[src/rtl/banked_irq_ctrl.sv]
module banked_irq_ctrl #(
  parameter int NBANKS = 3,
  parameter int BANK_W = 32,
  parameter int ADDR_W = 8
) (
  input  logic              clk,
  input  logic              rst_n,
  input  logic [ADDR_W-1:0] addr_i,
  input  logic              wr_i,
  input  logic              rd_i,
  input  logic [BANK_W-1:0] wdata_i,
  output logic [BANK_W-1:0] rdata_o,
  input  logic [NBANKS*BANK_W-1:0] src_i,
  output logic              irq_o
);
  localparam int N     = NBANKS * BANK_W;
  localparam int IDX_W = $clog2(N);
  localparam int VEC_A = 'h00, PROT_A = 'h08, TRIG_A = 'h0C;
  localparam int PEND_A = 'h10, EN_A = 'h40, MSK_A = 'h50;

  logic [N-1:0] pend, en, msk, clr, active;
  logic         prot;
  logic [1:0]   trig_mode;
  logic         src0_q, nmi_trig;
  logic [IDX_W-1:0] vec_idx;

  assign active = pend & en & ~msk;

  always_comb begin
    clr = '0;
    for (int b = 0; b < NBANKS; b++)
      if (wr_i && addr_i == ADDR_W'(PEND_A + 4*b)) clr[b*BANK_W +: BANK_W] = wdata_i;
  end

  always_comb begin
    case (trig_mode)
      2'd0: nmi_trig = ~src_i[0];
      2'd1: nmi_trig = src_i[0];
      2'd2: nmi_trig = src0_q & ~src_i[0];
      default: nmi_trig = ~src0_q & src_i[0];
    endcase
  end

  always_ff @(posedge clk or negedge rst_n) begin
    if (!rst_n) begin
      pend <= '0; en <= '0; msk <= '0;
      prot <= 1'b0; trig_mode <= 2'd0;
      src0_q <= 1'b1; irq_o <= 1'b0;
    end else begin
      src0_q     <= src_i[0];
      irq_o      <= |active;
      pend[N-1:1] <= src_i[N-1:1] & ~clr[N-1:1];
      pend[0]    <= nmi_trig | (pend[0] & ~clr[0]);
      if (wr_i && addr_i == ADDR_W'(PROT_A)) prot <= wdata_i[0];
      if (wr_i && addr_i == ADDR_W'(TRIG_A)) trig_mode <= wdata_i[1:0];
      for (int b = 0; b < NBANKS; b++) begin
        if (wr_i && addr_i == ADDR_W'(EN_A + 4*b))  en[b*BANK_W +: BANK_W]  <= wdata_i;
        if (wr_i && addr_i == ADDR_W'(MSK_A + 4*b)) msk[b*BANK_W +: BANK_W] <= wdata_i;
      end
    end
  end

  always_comb begin
    vec_idx = '0;
    for (int i = N-1; i >= 0; i--)
      if (active[i]) vec_idx = IDX_W'(i);
  end

  always_comb begin
    rdata_o = '0;
    if (rd_i) begin
      if (addr_i == ADDR_W'(VEC_A))  rdata_o = BANK_W'(vec_idx) << 2;
      if (addr_i == ADDR_W'(PROT_A)) rdata_o = BANK_W'(prot);
      if (addr_i == ADDR_W'(TRIG_A)) rdata_o = BANK_W'(trig_mode);
      for (int b = 0; b < NBANKS; b++) begin
        if (addr_i == ADDR_W'(PEND_A + 4*b)) rdata_o = pend[b*BANK_W +: BANK_W];
        if (addr_i == ADDR_W'(EN_A + 4*b))   rdata_o = en[b*BANK_W +: BANK_W];
        if (addr_i == ADDR_W'(MSK_A + 4*b))  rdata_o = msk[b*BANK_W +: BANK_W];
      end
    end
  end


  level_follow_chk: assert property (@(posedge clk) disable iff (!rst_n)
    1'b1 |=> ((pend[N-1:1] & ~$past(src_i[N-1:1])) == '0));


  nmi_sticky_chk: assert property (@(posedge clk) disable iff (!rst_n)
    (pend[0] && !clr[0]) |=> pend[0]);


  vec_irq_chk: assert property (@(posedge clk) disable iff (!rst_n)
    (vec_idx != '0) |=> irq_o);


  vec_align_chk: assert property (@(posedge clk) disable iff (!rst_n)
    (rd_i && addr_i == ADDR_W'(VEC_A)) |-> (rdata_o[1:0] == 2'b00));


  prot_width_chk: assert property (@(posedge clk) disable iff (!rst_n)
    (rd_i && addr_i == ADDR_W'(PROT_A)) |-> (rdata_o[BANK_W-1:1] == '0));
endmodule

[config.mk]
export PLATFORM = sky130hd
export DESIGN_NAME = banked_irq_ctrl
export DESIGN_NICKNAME = d
export VERILOG_FILES = /design/src/rtl/banked_irq_ctrl.sv
export SDC_FILE = /design/constraint.sdc
export NUM_CORES = 1
export LEC_CHECK = 0
export BUFFER_PORTS_ARGS = -buffer_cell sky130_fd_sc_hd__buf_4
export CAP_MARGIN = 20
export CORE_MARGIN = 2
export CORE_UTILIZATION = 35
export DETAILED_ROUTE_END_ITERATION = 7
export GPL_TIMING_DRIVEN = 0
export PLACE_DENSITY = 0.54
export SETUP_SLACK_MARGIN = 0.1
export SYNTH_ARGS = -nofsm -noshare
export SYNTH_HDL_FRONTEND = slang
export SYNTH_SLANG_ARGS = --single-unit
[constraint.sdc]
create_clock -name clk -period 3.5 [get_ports clk]
set_input_delay 0.175 -clock clk [delete_from_list [all_inputs] [get_ports clk]]
set_output_delay 0.175 -clock clk [all_outputs]
set_load 0.005 [all_outputs]
### After elaboration in Yosys (flattened, before gate mapping)

Index checks and enable logic that the tools add are counted.

| storage, ports and cells | value |
|---|---|
| register bits | 293 |
| input bits | 140 |
| output and inout bits | 33 |
| word-level logic and storage cells | 163 |

| operators by class | value |
|---|---|
| equal/unequal tests | 13 |
| multiplexer cells | 113 |
| bitwise operators | 12 |
| reductions and logical operators | 14 |

Operators by type and width:

| operator | count |
|---|---|
| 2-to-1 mux 7 bit | 96 |
| 2-to-1 mux 32 bit | 15 |
| bitwise AND 96 bit | 2 |
| inverter 96 bit | 1 |
| OR reduction 96 bit | 1 |
| bitwise AND 95 bit | 1 |
| inverter 95 bit | 1 |
| equality test 8 x 7 -> 1 bit, second input constant | 6 |
| equality test 8 x 5 -> 1 bit, second input constant | 3 |
| equality test 8 x 4 -> 1 bit, second input constant | 2 |
| logical AND 1 bit | 11 |
| 2-to-1 mux 9 bit | 1 |
| logical NOT 8 bit | 1 |
| bitwise AND 1 bit | 3 |
| inverter 1 bit | 3 |
| one-hot mux 1 bit (3 select lines) | 1 |
| equality test 2 x 1 -> 1 bit, second input constant | 1 |
| equality test 2 bit, second input constant | 1 |
| logical NOT 2 bit | 1 |
| bitwise OR 1 bit | 1 |

### Logic depth before layout (Yosys ltp)

Gate-level depths: netlist (run 1).

| logic depth | value |
|---|---|
| depth in word-level cells | 111 |
| depth in mapped cells | 9 |
| gate-level depth less buffers | 7 |

### Least setup slack after synthesis (run 1)

No wires, ideal clock.

| path | value |
|---|---|
| kind | register to output |
| start | register pend[8] |
| end | output port rdata_o[8] |
| data arrival time | 2,025 ps |
| path slack | 1,300 ps |
| cell stages (with the launch flop) | 8 |
| buffers on the path | 0 |
| path through | dfrtp_1 and3b_1 nor4b_4 nand3_2 or4_4 nor4_2 o22ai_1 a21oi_1 |

| on the way | value |
|---|---|
| longest elaborated chain between the ends | 24 |

RTL lines:

| what | RTL line | source |
|---|---|---|
| start: declaration | 21 | `logic [N-1:0] pend, en, msk, clr, active;` |
| start signal: indexed assignment | 52 | `pend[N-1:1] <= src_i[N-1:1] & ~clr[N-1:1];` |
| bitwise AND 96 bit (2 in series) | 27 | `assign active = pend & en & ~msk;` |
| 2-to-1 mux 7 bit (9 in series) | 66 | `if (active[i]) vec_idx = IDX_W'(i);` |
| 2-to-1 mux 9 bit | 72 | `if (addr_i == ADDR_W'(VEC_A)) rdata_o = BANK_W'(vec_idx) << 2;` |
| 2-to-1 mux 32 bit | 73 | `if (addr_i == ADDR_W'(PROT_A)) rdata_o = BANK_W'(prot);` |
| 2-to-1 mux 32 bit | 74 | `if (addr_i == ADDR_W'(TRIG_A)) rdata_o = BANK_W'(trig_mode);` |
| 2-to-1 mux 32 bit (*) | 76 | `if (addr_i == ADDR_W'(PEND_A + 4*b)) rdata_o = pend[b*BANK_W +: BANK_W];` |
| 2-to-1 mux 32 bit (*) | 77 | `if (addr_i == ADDR_W'(EN_A + 4*b)) rdata_o = en[b*BANK_W +: BANK_W];` |
| 2-to-1 mux 32 bit (*) | 78 | `if (addr_i == ADDR_W'(MSK_A + 4*b)) rdata_o = msk[b*BANK_W +: BANK_W];` |
| 2-to-1 mux 32 bit (*) | 76 |  |
| 2-to-1 mux 32 bit (*) | 77 |  |
| 2-to-1 mux 32 bit (*) | 78 |  |
| 2-to-1 mux 32 bit (*) | 76 |  |
| 2-to-1 mux 32 bit (*) | 77 |  |
| 2-to-1 mux 32 bit (*) | 78 |  |
| 2-to-1 mux 32 bit (*) | 71 | `if (rd_i) begin` |
| end: declaration | 12 | `output logic [BANK_W-1:0] rdata_o,` |

Mark *: on every way between the ends. The rest lies on a longest branch, timed or not.

### Worst setup path in the final report (run 1)

| path | value |
|---|---|
| start | register pend[10] |
| end | output port rdata_o[7] |

| on the way | value |
|---|---|
| longest elaborated chain between the ends | 26 |

RTL lines:

| what | RTL line |
|---|---|
| bitwise AND 96 bit (2 in series) | 27 |
| 2-to-1 mux 7 bit (11 in series) | 66 |
| 2-to-1 mux 9 bit | 72 |
| 2-to-1 mux 32 bit | 73 |
| 2-to-1 mux 32 bit | 74 |
| 2-to-1 mux 32 bit | 76 |
| 2-to-1 mux 32 bit | 77 |
| 2-to-1 mux 32 bit | 78 |
| 2-to-1 mux 32 bit | 76 |
| 2-to-1 mux 32 bit | 77 |
| 2-to-1 mux 32 bit | 78 |
| 2-to-1 mux 32 bit | 76 |
| 2-to-1 mux 32 bit | 77 |
| 2-to-1 mux 32 bit | 78 |
| 2-to-1 mux 32 bit | 71 |

No other way between the ends.

==> results of run 1 <==
[worst max-delay path, delay by kind of cell, from the launching register on]
kind                   cells  cell delay, ns
buffers and inverters      2            0.34
DFF                        1            0.41
and+or+nand+nor            5            1.50
AOI/OAI and AO/OA          2            0.34
[path summary, 6_finish.rpt]
path | slack [ns] | end | start
max | 0.17 | rdata_o[7] | pend[10]
min | 0.04 | pend[33] | wdata_i[1]
max reg2reg | 1.19 | irq_o | pend[85]
min reg2reg | 0.51 | msk[62] | msk[62]
max in group asynchronous | 2.20 | msk[84] | rst_n
min in group asynchronous | 0.29 | pend[66] | rst_n
[per-stage QoR]
stage               setup slack, ns  utilization, %  TNS [ns]  cell area (um2)  hold WS, ns
floorplan                     1.300               -         0            14890      -0.1206
global placement            -0.4338           40.12   -116.34            16830       0.3025
detailed placement           0.3949           40.27         0            16890       0.3006
CTS                          0.1173           47.88         0            20080      0.01918
global route                0.09424           47.95         0            20110      0.07047
finish                       0.1735           47.95         0            20110      0.04305
[cell type report]
| class | count | area [um2] | share of cell area, % |
|---|---|---|---|
| multi-input cells | 938 | 7283 | 36.21 |
| clock inverters | 7 | 92.59 | 0.4603 |
| plain buffers | 63 | 290.3 | 1.443 |
| repair buffers | 369 | 3306 | 16.44 |
| well taps | 539 | 674.4 | 3.353 |
| flip-flops and latches | 293 | 7333 | 36.46 |
| clock buffers | 58 | 1115 | 5.543 |
| inverters | 5 | 18.77 | 0.09331 |
[registers in the layout, summed over array words and instances, names as in the netlist]
| name | count |
|---|---|
| en | 96 |
| irq_o | 1 |
| trig_mode | 2 |
| pend | 96 |
| prot | 1 |
| src0_q | 1 |
| msk | 96 |
[power by group]
group,internal [mW],switching (mW)
clock,2.33,1.49
combinational,0.529,0.513
sequential,3.56,0.135
total,6.41,2.14
[cell usage in the layout (no fill, tap or decap), types with 12 or more instances in the layout]
master         count
a221oi_1          47
nand3b_1          76
clkbuf_1          32
mux2i_1           46
nand2_1           72
buf_4            171
dfrtp_1          292
a21boi_0          95
dlygate4sd3_1    195
and3b_1           25
nor2_1            73
nor4_1            12
mux2_1           184
o22ai_1           22
nand4_1           16
nand3_1           17
mux2_2            17
clkbuf_16         37
a21oi_1           46
o21ai_0           31
buf_2             34
[logic make-up after synthesis]
group                  count (synthesis)  synth area share (%)
AO/OA/AOI/OAI                        316                 15.09
flip-flops                           293                 49.26
XOR/XNOR                               2                0.1177
multiplexers                         247                 18.30
buffers and inverters                 68                 2.076
AND/OR/NAND/NOR                      373                 15.16
[what timing repair did]
item | CTS | global route
resized for setup | 4 | 4
hold buffers | 195 | 0
buffers inserted | 1 | 2
hold endpoints to repair | 379 | 0
endpoints found under the setup margin | 3 | 6
pin swaps | 1 | 6
[routing by layer]
layer / vias to the layer above / wire [um] / global-route usage, % / part of all wire, %
met5: - / 0 / 0 / 0
met4: 0 / 1948 / 9.464 / 3.4
met3: 103 / 3070 / 3.859 / 5.4
met2: 423 / 26480 / 42.24 / 47
met1: 6619 / 25100 / 34.67 / 44
li1: 5754 / - / - / -
==> out/qor.yml, run 1 <==
outcome:
  status: "completed"
clock_tree:
  clk_pin_slew_ns: 0.06
  clock_path_buffers: 3
  htreeDepth: 2
  clock-root-buffer: "clkbuf_16"
  cts_made_buffers: 36
  cts_tree: "yes"
  cts_sinks: 293
  clk_latency_ns: 0.55
timing:
  fin_crit_sh_pct: 95.04
  fin_crit_ns: 3.326
  fmax_mhz: 300.6
  worst_slew_pin_slew_ns: 1.134
  rsz0062_at_grt: "true"
  drv_slew: 0
  slew_headroom_pct: 24.40
  setup_viol: 0
  finalClockSkew_ns: 0.009241
  hold_viol: 0
power_and_ir_drop:
  total_leakage_power_nw: 9.528
  powerDensity_nw_per_um2: 425.3
  totalPowerFinal_mw: 8.553
  ir_drop_mv: 0.2330
floorplanning:
  initial_core_util_pct: 35.49
  die_w_um: 210.2
  die_area_um2: 44200
  fp.dieH_um: 210.2
  rows: 75
  num_io_pins: 173
  core_um2: 41950
drt:
  num_vias: 12899
  drt-pass1-iter-count: 5
  drt_iter0_drc: 985
  avgRoutedWirePerCell_um: 24.91
  wirelength_um: 56590
  drc_errors: 0
  vias_per_cell: 5.677
  detail-route-antenna-nets: 0
hold_path:
  hp-class: "in2reg"
  whs_path_depth: 2
finish:
  diodes: 0
  area_growth_syn_to_layout_pct: 35.11
  stdcell_count: 2272
  nets: 1846
  final.fill_count: 3936
  layout-drive-gt1-share_pct: 18.41
worst_setup_path:
  crit_chain: "and3b_2 > nor4b_4 > buf_4 > nand3_2 > or4_4 > nor3b_2 > o22ai_1 > a21oi_1 > buf_4"
  slowest_stage: "or4_4"
  cp-end-kind: "output port"
  critPathArrivalTime_ns: 3.15
  reg2reg_depth: 5
  critPathMaxStageDelay_ns: 0.58
  cp-start-kind: "flop"
  required_ns: 3.32
  cp_max_fo: 4
  critical_path_class: "reg2out"
  crit_top_cell: "buf_4"
synthesis:
  seq_area_frac_synth_pct: 49.26
  yosysUniqueCellTypes: 80
  synth_top_cells_by_area: "dfrtp_1 49%, mux2_1 14%, a21boi_0 4.8%"
  syn_inst: 1299
  synth_edf_count: 0
  synth_warnings: 0
  synthArstFlopShare_pct: 100.0
  syn-cell-area_um2: 14890
  syn_area_per_cell_um2: 11.46
  syn_nets: 1439
  yosys-top-cells-count: "292 x dfrtp_1, 184 x mux2_1, 95 x a21boi_0"
  ys_ff_latch: 293
  synth_flop_cell: "dfrtp_1"
  yosysTopAreaCell: "dfrtp_1"
  yosys.area.top_type_share_pct: 49.08
  synth.most_common_cell: "dfrtp_1"
global_route:
  grt_pass1_wl_um: 83990
  antenna_found_initial: 0
  grt_max_degree: 106
  grt_pass1_vias: 13176
  grt_overflow: 0
  grt_usage_pct: 25.76
place:
  dp_hpwl_um: 40390
  dp_cells: 2009
  globalplace.congestion: 0.9078
  port_buffers: 169
run:
  maxCapViolations: 0
Note: power is estimated with default switching activity, not from simulation.
==> run 2, diff against run 1 <==
--- a/config.mk
+++ b/config.mk
@@ -7,2 +7,3 @@
 export LEC_CHECK = 0
+export ABC_CLOCK_PERIOD_IN_PS = 3500
 export BUFFER_PORTS_ARGS = -buffer_cell sky130_fd_sc_hd__buf_4
==> constraint.sdc (replaced) <==
create_clock -name clk -period 3.5 [get_ports clk]
set_input_delay 0.7 -clock clk [delete_from_list [all_inputs] [get_ports clk]]
set_output_delay 0.7 -clock clk [all_outputs]
set_load 0.005 [all_outputs]
==> run 2 against run 1 <==
Compared with the run above:
- the run now ends with negative setup slack left
- die area did not move
- highest routed layer unchanged
- clock skew rose by 0.0035 ns
- sequential share of layout area rose by 1.5 points
- first-iteration DRC count rose by 4.1%
- sequential cell count did not move
- non-clock buffer count fell by 156
==> out/qor.yml, run 2 (synthesized netlist as in run 1, its figures left out) <==
outcome:
  status: "finished with violations"
  violations: "negative setup slack"
place:
  dp_hpwl_um: 40390  # unchanged
  globalplace.congestion: 0.9078  # unchanged
  port_buffers: 169  # unchanged
clock_tree:
  clock_path_buffers: 3  # unchanged
  clk_pin_slew_ns: 0.05  # about the same
  cts_tree: "yes"
  htreeDepth: 2  # unchanged
  ctsHoldBuffers: 0  # -100%
  cts_made_buffers: 36  # unchanged
  clk_latency_ns: 0.56  # about the same
  cts_sinks: 293  # unchanged
  clock-root-buffer: "clkbuf_16"
global_route:
  grt_usage_pct: 25.48  # -0.29 points
  grt_pass1_wl_um: 82560  # -1.7%
  grt_pass1_vias: 12462  # -5.4%
  antenna_found_initial: 0  # unchanged
  grt_overflow: 0  # unchanged
  grt_max_degree: 106  # unchanged
finish:
  regArea_um2: 7333  # unchanged
  nets: 1690  # -8.5%
  layout_common_cells: "292 x dfrtp_1, 196 x buf_4, 184 x mux2_1, 95 x a21boi_0, 76 x nand3b_1"
  area_growth_syn_to_layout_pct: 29.64
  layout-drive-gt1-share_pct: 27.77  # +9.4 points
  multi_input_area_um2: 7816  # +7.3%
  layout_commonest_cell: "dfrtp_1"
  final.fill_count: 3953  # +0.43%
  reg_top3: "en x96, msk x96, pend x96"
drt:
  avgRoutedWirePerCell_um: 26.37  # +5.9%
  num_vias: 12365  # -4.1%
  detail-route-antenna-nets: 0  # unchanged
  drt_iter0_drc: 1025  # +4.1%
  vias_per_cell: 5.838  # +2.8%
  drt-pass1-iter-count: 5  # unchanged
  drc_errors: 0  # unchanged
  wirelength_um: 55850  # -1.3%
floorplanning:
  num_io_pins: 173  # unchanged
  core_um2: 41950  # unchanged
  fp.dieH_um: 210.2  # unchanged
  die_w_um: 210.2  # unchanged
  initial_core_util_pct: 35.49  # unchanged
  die_area_um2: 44200  # unchanged
  rows: 75  # unchanged
timing:
  fin_crit_sh_pct: 105.3  # +10 points
  fin_crit_ns: 3.685  # +0.3587 ns
  fmax_mhz: 271.4  # -9.7%
  rsz0062_at_grt: "true"
  hold_viol: 0  # unchanged
  worst_slew_pin_slew_ns: 1.049  # -0.08460 ns
  setup_viol: 4  # +4
  setup_slack_ns: -0.1852  # -0.3587 ns
  drv_slew: 0  # unchanged
  fin_setup_tns_ns: -0.4662  # -0.4662 ns
  finalClockSkew_ns: 0.01271  # +0.003465 ns
  slew_headroom_pct: 30.05  # +5.6 points
power_and_ir_drop:
  ir_drop_mv: 0.2321  # -0.37%
  total_leakage_power_nw: 9.161  # -3.9%
  totalPowerFinal_mw: 8.510  # -0.50%
  powerDensity_nw_per_um2: 441.0  # +3.7%
worst_setup_path:
  critPathArrivalTime_ns: 2.99  # -0.16 ns
  required_ns: 2.80  # -0.52 ns
  critical_path_class: "reg2out"
  cp-end-kind: "output port"
  cp_max_fo: 3  # -1
  cp-start-kind: "flop"
run:
  maxCapViolations: 0  # unchanged
hold_path:
  hp-class: "in2async"
==> run 2: cell count changes in the layout (fill, tap and decap cells not counted), moves of 13 or more <==
cell and change:
dlygate4sd3_1 -195, buf_4 +25, buf_6 +18, a221oi_1 -15, a221oi_2 +13
==> run 2: metal layers <==
metal	vias up	routed length (um)	track usage, %
met5	-	0	0
met4	0	1953	9.611
met3	105	3279	4.142
met2	475	25770	40.48
met1	6338	24850	35.06
li1	5447	-	-
==> run 2: repair_timing <==
item,CTS,global route
setup endpoints to repair,32,31
gates resized for setup,129,67
endpoints found under the hold margin,0,0
gates cloned,0,1
setup buffers,35,8
pin swaps,44,41
==> run 2: layout make-up <==
| class | count | area share [%] |
|---|---|---|
| multi-input cells | 938 | 40.50 |
| flip-flops and latches | 293 | 38.00 |
| repair buffers | 215 | 9.277 |
| clock buffers | 58 | 5.776 |
| well taps | 539 | 3.494 |
| plain buffers | 61 | 2.353 |
| clock inverters | 7 | 0.4797 |
| inverters | 5 | 0.09724 |
| diodes | 2 | 0.02593 |
==> run 2: worst max-delay path, cell delays in order (launching register included) <==
cell     delay, ns
dfrtp_1       0.40
and3b_2       0.24
nor4b_4       0.26
buf_4         0.18
nand3_4       0.07
or4_4         0.59
nor3b_4       0.27
o22ai_2       0.10
a21oi_2       0.17
buf_4         0.15
==> run 2: final timing paths <==
check                      startpoint         end  cells after the start  slack [ns]
max reg2reg                  pend[10]       irq_o                      7        1.30
min                             rst_n    pend[66]                      1        0.22
max in group asynchronous       rst_n     msk[82]                      2        2.28
min reg2reg                   msk[62]     msk[62]                      1        0.51
max                          pend[10]  rdata_o[7]                      9       -0.19
min in group clk             src_i[0]      src0_q                      1        0.26
==> run 2: per-stage QoR <==
| step | cells | setup slack [ns] | utilization (%) | instance area (um2) | hold slack (ns) |
|---|---|---|---|---|---|
| global placement | 2007 | -0.9588 | 40.12 | 16830 | 0.4841 |
| detailed placement | 2009 | -0.6510 | 40.27 | 16890 | 0.4949 |
| CTS | 2107 | -0.1961 | 45.07 | 18910 | 0.2346 |
| global route | 2116 | -0.2452 | 46.00 | 19290 | 0.2588 |
| floorplan | 1299 | 0.4665 | - | 14890 | 0.4044 |
| finish | 2118 | -0.1852 | 46.01 | 19300 | 0.2166 |
==> run 2: power breakdown <==
| part | switching (mW) | total (mW) | leakage [nW] | internal, mW |
|---|---|---|---|---|
| registers | 0.139 | 3.70 | 3.82 | 3.56 |
| logic | 0.540 | 1.00 | 4.74 | 0.465 |
| clock network | 1.48 | 3.81 | 0.596 | 2.33 |
==> run 3, diff against run 2 <==
ABC_AREA = 1   (was default)
==> run 3 against run 2 <==
Compared with the run above:
- the run still ends with negative setup slack left
- first-iteration DRC count grew 26%
- setup slack lost 4.2 ns
- critical path depth grew 94
- core utilization grew 1.2 points
- clock skew shrank 0.0026 ns
- register-to-register slack lost 0.40 ns
- clock power shrank 3%
- total power grew 0.66%
- worst hold slack lost 0.070 ns
- sequential cell count is the same
==> out/qor.yml, run 3 <==
floorplanning:
  die_w_um: 209.1  # -0.54%
  die_area_um2: 43720  # -1.1%
  core_um2: 41760  # -0.45%
  fp.dieH_um: 209.1  # -0.54%
  num_io_pins: 173  # unchanged
  rows: 75  # unchanged
  initial_core_util_pct: 35.26  # -0.23 points
drt:
  vias_per_cell: 5.350  # -8.4%
  drc_errors: 0  # unchanged
  drt_iter0_drc: 1296  # +26%
  drt-pass1-iter-count: 5  # unchanged
  avgRoutedWirePerCell_um: 22.58  # -14%
  wirelength_um: 60300  # +8.0%
  num_vias: 14291  # +16%
  detail-route-antenna-nets: 0  # unchanged
timing:
  setup_slack_ns: -4.410  # -4.225 ns
  fin_setup_tns_ns: -11.48  # -11.02 ns
  fin_crit_sh_pct: 226.0  # +120 points
  slew_headroom_pct: 43.03  # +13 points
  hold_viol: 0  # unchanged
  hold_slack_ns: 0.1467  # -0.06994 ns
  drv_slew: 0  # unchanged
  setup_viol: 7  # +3
  fin_crit_ns: 7.910  # +4.225 ns
  finalClockSkew_ns: 0.01011  # -0.002596 ns
  worst_slew_pin_slew_ns: 0.8546  # -0.1947 ns
  rsz0062_at_grt: "true"
  fmax_mhz: 126.4  # -53%
clock_tree:
  htreeDepth: 2  # unchanged
  cts_sinks: 293  # unchanged
  clock-root-buffer: "clkbuf_16"
  cts_tree: "yes"
  clk_pin_slew_ns: 0.06  # about the same
  clock_path_buffers: 3  # unchanged
  ctsHoldBuffers: 0  # unchanged
  clk_latency_ns: 0.55  # about the same
  cts_made_buffers: 36  # unchanged
worst_setup_path:
  cp_max_fo: 2  # -1
  slowest_stage: "dfrtp_1"
  required_ns: 2.80  # about the same
  regToRegStartpoint: "pend[57]"
  critPathMaxStageDelay_ns: 0.41  # -0.18 ns
  rrSetupSlack_ns: 0.90  # -0.40 ns
  crit_top_cell: "nand2_1"
  r2r_end: "irq_o"
  critPathArrivalTime_ns: 7.21  # +4.22 ns
  critical_path_class: "reg2out"
  cp-end-kind: "output port"
  cp-start-kind: "flop"
  reg2reg_depth: 20  # +13
synthesis:
  synthArstFlopShare_pct: 100.0  # unchanged
  synth_warnings: 0  # unchanged
  synth_flop_cell: "dfrtp_1"
  syn_nets: 1960  # +36%
  syn-cell-area_um2: 14720  # -1.1%
  syn_area_per_cell_um2: 8.090  # -29%
  synth_top_cells_by_area: "dfrtp_1 50%, nand2_1 11%, o21ai_0 9.0%"
  synth_edf_count: 0  # unchanged
  yosys-top-cells-count: "451 x nand2_1, 292 x dfrtp_1, 266 x o21ai_0"
  yosysUniqueCellTypes: 43  # -46%
  yosys.area.top_type_share_pct: 49.63  # +0.54 points
  yosysTopAreaCell: "dfrtp_1"
  synth.most_common_cell: "nand2_1"
  seq_area_frac_synth_pct: 49.80  # +0.54 points
  syn_inst: 1820  # +40%
  ys_ff_latch: 293  # unchanged
finish:
  stdcell_count: 2671  # +26%
  layout_commonest_cell: "nand2_1"
  nets: 2246  # +33%
  reg_top3: "en x96, msk x96, pend x96"
  final.fill_count: 4093  # +3.5%
  fin_util_pct: 47.24  # +1.2 points
  regArea_um2: 7333  # unchanged
  layout-drive-gt1-share_pct: 25.53  # -2.2 points
  layout_common_cells: "416 x nand2_1, 292 x dfrtp_1, 254 x o21ai_0, 224 x inv_1, 211 x buf_4"
  area_growth_syn_to_layout_pct: 33.97
  fin_area_um2: 19730  # +2.2%
  multi_input_area_um2: 6789  # -13%
global_route:
  grt_overflow: 0  # unchanged
  grt_max_degree: 113  # +6.6%
  grt_usage_pct: 27.56  # +2.1 points
  antenna_found_initial: 1  # +1
  grt_pass1_wl_um: 88770  # +7.5%
  grt_pass1_vias: 14027  # +13%
power_and_ir_drop:
  total_leakage_power_nw: 9.169  # about the same
  totalPowerFinal_mw: 8.566  # +0.66%
  ir_drop_mv: 0.2473  # +6.5%
  powerDensity_nw_per_um2: 434.3  # -1.5%
outcome:
  violations: "negative setup slack"
  status: "finished with violations"
run:
  maxCapViolations: 0  # unchanged
place:
  globalplace.congestion: 0.9598  # +5.7%
  port_buffers: 170  # +0.59%
  place_area_um2: 16750  # -0.85%
  dp_hpwl_um: 42310  # +4.7%
  dp_cells: 2532  # +26%
  place_ws_ns: -4.088  # -3.437 ns
hold_path:
  hp-class: "in2async"
## run 3: cell types whose count changed in the layout (fill, tap and decap cells not counted), moves of 25 or more
cell      delta
o21ai_0    +228
inv_1      +221
a21oi_1     +26
nand2_2     +30
clkbuf_1    +31
nand3b_1    -75
mux2i_1     -45
a221oi_1    -26
mux2_1     -184
nor3_1      +25
inv_2       +26
a21boi_0    -31
nand2_1    +348
## run 3: worst max path at each step
stage	start	to	depth (start not counted)
after global placement	msk[94]	rdata_o[2]	103
after floorplan	msk[94]	rdata_o[2]	102
after global routing	pend[95]	rdata_o[2]	103
after CTS	pend[95]	rdata_o[2]	103
final	pend[95]	rdata_o[2]	103
after detailed placement	msk[94]	rdata_o[2]	103
## run 3: what timing repair did
item | CTS | global route
gates resized for setup | 158 | 166
endpoints found under the setup margin | 62 | 32
gates cloned | 2 | 2
buffers inserted | 36 | 37
hold endpoints to repair | 0 | 0
pin swaps | 25 | 55
## run 3: metal layers
metal  wire (um)  share of wire [%]  vias to the layer above  GRT usage, %
li1            -                  -                     6558             -
met1       25580                 42                     6901         37.06
met2       26820                 44                      674         43.05
met3        4831                8.0                      158         5.065
met4        3073                5.1                        0         13.25
met5           0                  0                        -             0
## run 3: kinds of logic after synthesis
kind of cell / synth area share (%)
and+or+nand+nor: 19.36
DFF: 49.80
buffers and inverters: 9.959
AOI/OAI and AO/OA: 20.88
## run 3: layout make-up
type | instances | share of cell area, %
tap | 539 | 3.419
buffer | 75 | 2.664
clock inverter | 11 | 0.4757
clock buffer | 52 | 5.334
antenna | 1 | 0.01269
timing repair buffer | 248 | 10.69
sequential | 293 | 37.17
timing repair inverter | 1 | 0.03171
inverter | 270 | 5.778
multi-input combinational | 1181 | 34.42
## run 3: power by group
part	switching [mW]	leakage (nW)	internal [mW]	total (mW)
sequential	0.133	3.83	3.56	3.69
combinational	0.733	4.78	0.465	1.20
clock	1.51	0.567	2.17	3.68
## run 3: worst max-delay path: cells and delay by family, from the launching register on
family        cells  cell delay (ns)
flops             1             0.41
simple gates    102             6.11
buf+inv           1             0.14
